### src/rtl/walk_pkg.sv
package walk_pkg;
  typedef enum logic [2:0] {
    IDLE, READ_DIR, WAIT_DIR, READ_PTE, WAIT_PTE, DONE, FAULT
  } walkState_t;

  // strobes from control to datapath
  typedef struct packed {
    logic accept;
    logic rdDir;
    logic rdPte;
    logic capDir;
    logic capPte;
    logic dirBad;
    logic pteBad;
  } walkStrobe_t;

  localparam logic [1:0] CODE_DIR = 2'b01;
  localparam logic [1:0] CODE_TBL = 2'b10;

  localparam int BIT_PRESENT = 0;
  localparam int BIT_WRITE   = 1;
  localparam int BIT_USER    = 2;
  localparam int BIT_ACCESS  = 5;
  localparam int BIT_DIRTY   = 6;
endpackage

### src/rtl/walk_ctrl.sv
module walk_ctrl
  import walk_pkg::*;
(
  input  logic        clk,
  input  logic        rstN,
  input  logic        reqValid,
  input  logic        memRdValid,
  input  logic        entryPresent,
  output walkStrobe_t stb,
  output logic        busy,
  output logic        memRdEn,
  output logic        rspValid,
  output logic        faultValid
);
  walkState_t state, nextState;

  always_ff @(posedge clk) begin
    if (!rstN) state <= IDLE;
    else       state <= nextState;
  end

  always_comb begin
    nextState = state;
    stb = '0;
    unique case (state)
      IDLE: begin
        if (reqValid) begin
          stb.accept = 1'b1;
          nextState  = READ_DIR;
        end
      end
      READ_DIR: begin
        stb.rdDir = 1'b1;
        nextState = WAIT_DIR;
      end
      WAIT_DIR: begin
        if (memRdValid) begin
          stb.capDir = 1'b1;
          if (!entryPresent) begin
            stb.dirBad = 1'b1;
            nextState  = FAULT;
          end else begin
            nextState = READ_PTE;
          end
        end
      end
      READ_PTE: begin
        stb.rdPte = 1'b1;
        nextState = WAIT_PTE;
      end
      WAIT_PTE: begin
        if (memRdValid) begin
          stb.capPte = 1'b1;
          if (!entryPresent) begin
            stb.pteBad = 1'b1;
            nextState  = FAULT;
          end else begin
            nextState = DONE;
          end
        end
      end
      DONE:    nextState = IDLE;
      FAULT:   nextState = IDLE;
      default: nextState = IDLE;
    endcase
  end

  assign busy       = (state != IDLE);
  assign memRdEn    = stb.rdDir | stb.rdPte;
  assign rspValid   = (state == DONE);
  assign faultValid = (state == FAULT);
endmodule

### src/rtl/walk_dpath.sv
module walk_dpath
  import walk_pkg::*;
#(
  parameter int IDX_W = 10,
  localparam int OFF_W = IDX_W + 2,
  localparam int ADDR_W = 2 * IDX_W + OFF_W,
  localparam int FRAME_W = ADDR_W - OFF_W
) (
  input  logic               clk,
  input  logic               rstN,
  input  walkStrobe_t        stb,
  input  logic [ADDR_W-1:0]  reqVaddr,
  input  logic [ADDR_W-1:0]  dirBase,
  input  logic [ADDR_W-1:0]  memRdData,
  output logic               entryPresent,
  output logic [ADDR_W-1:0]  memAddr,
  output logic [FRAME_W-1:0] rspFrame,
  output logic               rspWritable,
  output logic               rspUser,
  output logic               rspAccessed,
  output logic               rspDirty,
  output logic [1:0]         faultCode,
  output logic [ADDR_W-1:0]  faultVaddr
);
  logic [ADDR_W-1:0]  vaReg;
  logic [FRAME_W-1:0] baseFrame;
  logic [FRAME_W-1:0] tblFrame;
  logic [ADDR_W-1:0]  pteReg;
  logic [1:0]         codeReg;
  logic [IDX_W-1:0]   dirIdx, tblIdx;

  assign dirIdx = vaReg[ADDR_W-1 -: IDX_W];
  assign tblIdx = vaReg[OFF_W +: IDX_W];

  always_ff @(posedge clk) begin
    if (!rstN) begin
      vaReg     <= '0;
      baseFrame <= '0;
      tblFrame  <= '0;
      pteReg    <= '0;
      codeReg   <= '0;
    end else begin
      if (stb.accept) begin
        vaReg     <= reqVaddr;
        baseFrame <= dirBase[ADDR_W-1:OFF_W];
      end
      if (stb.capDir) tblFrame <= memRdData[ADDR_W-1:OFF_W];
      if (stb.capPte) pteReg   <= memRdData;
      if (stb.dirBad) codeReg  <= CODE_DIR;
      if (stb.pteBad) codeReg  <= CODE_TBL;
    end
  end

  assign entryPresent = memRdData[BIT_PRESENT];
  assign memAddr = stb.rdPte ? {tblFrame, tblIdx, 2'b00}
                             : {baseFrame, dirIdx, 2'b00};

  assign rspFrame    = pteReg[ADDR_W-1:OFF_W];
  assign rspWritable = pteReg[BIT_WRITE];
  assign rspUser     = pteReg[BIT_USER];
  assign rspAccessed = pteReg[BIT_ACCESS];
  assign rspDirty    = pteReg[BIT_DIRTY];
  assign faultCode   = codeReg;
  assign faultVaddr  = vaReg;
endmodule

### src/rtl/tbl_walker.sv
module tbl_walker
  import walk_pkg::*;
#(
  parameter int IDX_W = 10,
  localparam int ADDR_W = 3 * IDX_W + 2,
  localparam int FRAME_W = 2 * IDX_W
) (
  input  logic               clk,
  input  logic               rstN,
  input  logic [ADDR_W-1:0]  dirBase,
  input  logic               reqValid,
  input  logic [ADDR_W-1:0]  reqVaddr,
  output logic               busy,
  output logic               memRdEn,
  output logic [ADDR_W-1:0]  memAddr,
  input  logic               memRdValid,
  input  logic [ADDR_W-1:0]  memRdData,
  output logic               rspValid,
  output logic [FRAME_W-1:0] rspFrame,
  output logic               rspWritable,
  output logic               rspUser,
  output logic               rspAccessed,
  output logic               rspDirty,
  output logic               faultValid,
  output logic [1:0]         faultCode,
  output logic [ADDR_W-1:0]  faultVaddr
);
  walkStrobe_t stb;
  logic        entryPresent;

  walk_ctrl u_ctrl (
    .clk(clk), .rstN(rstN), .reqValid(reqValid), .memRdValid(memRdValid),
    .entryPresent(entryPresent), .stb(stb), .busy(busy), .memRdEn(memRdEn),
    .rspValid(rspValid), .faultValid(faultValid)
  );

  walk_dpath #(.IDX_W(IDX_W)) u_dpath (
    .clk(clk), .rstN(rstN), .stb(stb), .reqVaddr(reqVaddr), .dirBase(dirBase),
    .memRdData(memRdData), .entryPresent(entryPresent), .memAddr(memAddr),
    .rspFrame(rspFrame), .rspWritable(rspWritable), .rspUser(rspUser),
    .rspAccessed(rspAccessed), .rspDirty(rspDirty), .faultCode(faultCode),
    .faultVaddr(faultVaddr)
  );
endmodule

### config.mk
export PLATFORM = sky130hd
export DESIGN_NAME = tbl_walker
export DESIGN_NICKNAME = d
export VERILOG_FILES = /design/src/rtl/walk_pkg.sv /design/src/rtl/walk_ctrl.sv /design/src/rtl/walk_dpath.sv /design/src/rtl/tbl_walker.sv
export SDC_FILE = /design/constraint.sdc
export NUM_CORES = 1
export LEC_CHECK = 0
export ABC_AREA = 0
export BUFFER_PORTS_ARGS = -buffer_cell sky130_fd_sc_hd__clkbuf_2
export CAP_MARGIN = 10
export CORE_MARGIN = 5
export CORE_UTILIZATION = 40
export DETAILED_ROUTE_END_ITERATION = 6
export HOLD_SLACK_MARGIN = 0.08
export PLACE_DENSITY = 0.69
export SETUP_SLACK_MARGIN = 0.4
export SYNTH_ARGS = -nofsm -noshare
export SYNTH_HDL_FRONTEND = slang
export SYNTH_SLANG_ARGS = --single-unit
export TNS_END_PERCENT = 1
### constraint.sdc
create_clock -name clk -period 1.6 [get_ports clk]
set_input_delay 0 -clock clk [delete_from_list [all_inputs] [get_ports clk]]
set_output_delay 0 -clock clk [all_outputs]
set_load 0.01 [all_outputs]
==> results.yml <==
run_status:
  status: "finished, violations left"
  violations: "setup timing"
sta:
  min_period_over_period_pct: 116
  setup_slack_ps: -263
  setup_violations: 30
  rsz0062_at_grt: "true"
  skew_ps: 9.09
  hold_viol: 0
  final.min_clock_period_ps: 1860
  maxSlewViolCount: 0
  maxClockFrequency_mhz: 537
synth:
  synth_area_um2: 4010
  synth_top_area_cell: "dfxtp_1"
  synth_cells: 488
  synthArstFlopShare_pct: 0
  syn_avg_cell_area_um2: 8.22
  yosysWarnings: 0
  ys_types: 29
  synth.area.top_cells: "dfxtp_1 (50%), nand2_1 (18%), a21oi_1 (12%), mux2_2 (8.4%), buf_2 (1.7%)"
  synth-main-ff-cell: "dfxtp_1"
  synth.top_cell.area_share_pct: 50.4
  synth_edf_count: 0
  ys_ff_latch: 101
  yosysSeqAreaShare_pct: 50.4
place:
  port_buffers: 172
  gp_congestion: 0.792
  hpwl_mm: 8.17
finish:
  layout-drive-gt1-share_pct: 34.5
  final_cell_mix: "nand2_1 (194), clkbuf_2 (167), dfxtp_1 (99)"
  syn2layout_area_growth_pct: 61.5
  nNetsFinal: 836
  layout_commonest_cell: "nand2_1"
  final_util_pct: 66.3
floorplan:
  pin_count: 194
  fp.dieW_um: 110
  rows: 36
  die_h_um: 110
  fp.dieArea_um2: 12100
  core-area_um2: 9770
  initial_core_util_pct: 41.1
clocking:
  clk_pin_slew_ps: 90
  clockBufferDepth: 2
  worstSkewPairLatency_ps: 360
  h-tree-depth: 3
  cts-buffers-inserted: 9
  cts_tree: "yes"
  cts_root_buffer: "clkbuf_8"
  clock-sinks: 101
critical_path:
  crit_required_ps: 1600
  crit_fanout: 5
  end_kind: "output pin"
  path_class: "flip-flop to output pin"
  cp-start-kind: "flip-flop"
  cp.arrival_ps: 1860
drt:
  drtAntennaViolNets: 0
  met1_length_mm: 5.51
  dr_wl_met3_um: 882
  drtIter0Drc: 281
  firstDrtPassIters: 4
  drc_errors: 0
  wl_mm: 13.6
  post_drt_wl_per_cell_um: 15.6
  wl_met2_mm: 6.75
  viasPerCell: 4.98
  via_count: 4355
  top_layer_used: "met4"
power_and_ir_drop:
  swShare_pct: 28.3
  clockPowerShare_pct: 29.0
  p_seq_share_pct: 45.0
  p_total_mw: 6.27
  combPwrFrac_pct: 26.0
  vdd_drop_max_mv: 0.505
  p_sw_mw: 1.78
  powerDensity_nw_per_um2: 968
  p_int_mw: 4.50
  leakage_nw: 2.91
global_route:
  grt_use_total_pct: 22.0
  grt_pass1_vias: 4300
  grt_antenna_before_repair: 0
  grt_pass1_wl_mm: 20.8
  grt_overflow: 0
  grt_max_degree: 58
flow_run:
  max_cap_viol_count: 0
min_path:
  hold_path.class: "input port to flip-flop"
==> flip-flops by register name, summed over array words and instances, names as in the netlist <==
| register | cells |
|---|---|
| u_dpath.baseFrame | 20 |
| u_ctrl.state | 3 |
| u_dpath.faultVaddr | 32 |
| u_dpath.faultCode | 2 |
| u_dpath.pteReg | 24 |
| u_dpath.tblFrame | 20 |
==> power by group through the flow <==
stage	Clock, mW	Combinational (mW)	Sequential (mW)
6_report	1.82	1.63	2.82
5_1_grt	1.96	1.77	2.85
4_1_cts	1.86	1.57	2.82
3_5_place_dp	0	1.22	2.87
3_3_place_gp	0	1.20	2.86
2_1_floorplan	0	0.760	2.90
==> cell type report <==
cell class	count	area (um^2)
fill	797	3290
clock buffer	13	159
tap	133	166
timing repair buffer	275	2090
sequential	101	2020
antenna	1	2.50
clock inverter	3	67.6
inverter	1	3.75
multi-input combinational	348	1970
==> metal layers <==
layer / GRT usage [%] / up-vias
met1: 25.2 / 2051
li1: - / 2100
met5: 0 / -
met4: 11.3 / 0
met2: 38.9 / 166
met3: 3.96 / 38
==> worst paths after layout <==
check / start / endpoint / slack [ps] / cells after the start
worst min register to register: u_dpath.faultVaddr[9] / u_dpath.faultVaddr[9] / 460 / 2
worst min-delay path: memRdValid / u_dpath.faultCode[1] / 150 / 3
worst max register to register: u_ctrl.state[0] / u_dpath.baseFrame[8] / 10 / 4
worst max-delay path: u_ctrl.state[0] / memAddr[25] / -260 / 8
==> cells by family after synthesis <==
group           after synthesis  synth area share [%]
simple gates                212                  21.9
other cells                   1                0.0935
flops                       101                  50.4
mux                          30                  8.42
buf+inv                      40                  5.58
xor+xnor                      1                 0.218
compound gates              103                  13.4
==> critical path, stage by stage (launching register included) <==
cell and delay [ps]:
dfxtp_2 340, buf_8 110, and2b_2 210, nand2_4 90
buf_6 100, buf_12 110, buf_16 120, mux2_4 310
buf_8 130
==> Yosys cell counts (2+ instances only) <==
library cell / count
a21oi_1: 97
and3b_1: 2
buf_2: 14
buf_4: 3
buf_6: 6
clkbuf_1: 15
dfxtp_1: 101
mux2_2: 30
nand2_1: 195
nand4bb_1: 2
nor2_1: 3
nor2b_1: 3
==> per-stage QoR <==
stage | TNS (ps) | worst slack (ps) | cell area, um^2 | cells | hold WS (ps)
finish | -6280 | -263 | 6480 | 875 | 151
floorplan | 0 | 242 | 4060 | 489 | 120
CTS | -6230 | -275 | 6430 | 873 | 138
detailed placement | 0 | 32.9 | 5000 | 770 | 229
global placement | 0 | 47.2 | 5000 | 770 | 225
global route | -8030 | -313 | 6480 | 874 | 168
==> timing repair <==
action | 4_1_cts | 5_1_grt
endpoints found under the hold margin | 101 | 0
buffers inserted | 5 | 1
endpoints found under the setup margin | 132 | 133
resized for setup | 66 | 17
hold buffers | 79 | 0
pin swaps | 9 | 10
gates cloned | 3 | 0
Power figures use the tool's default switching activity.
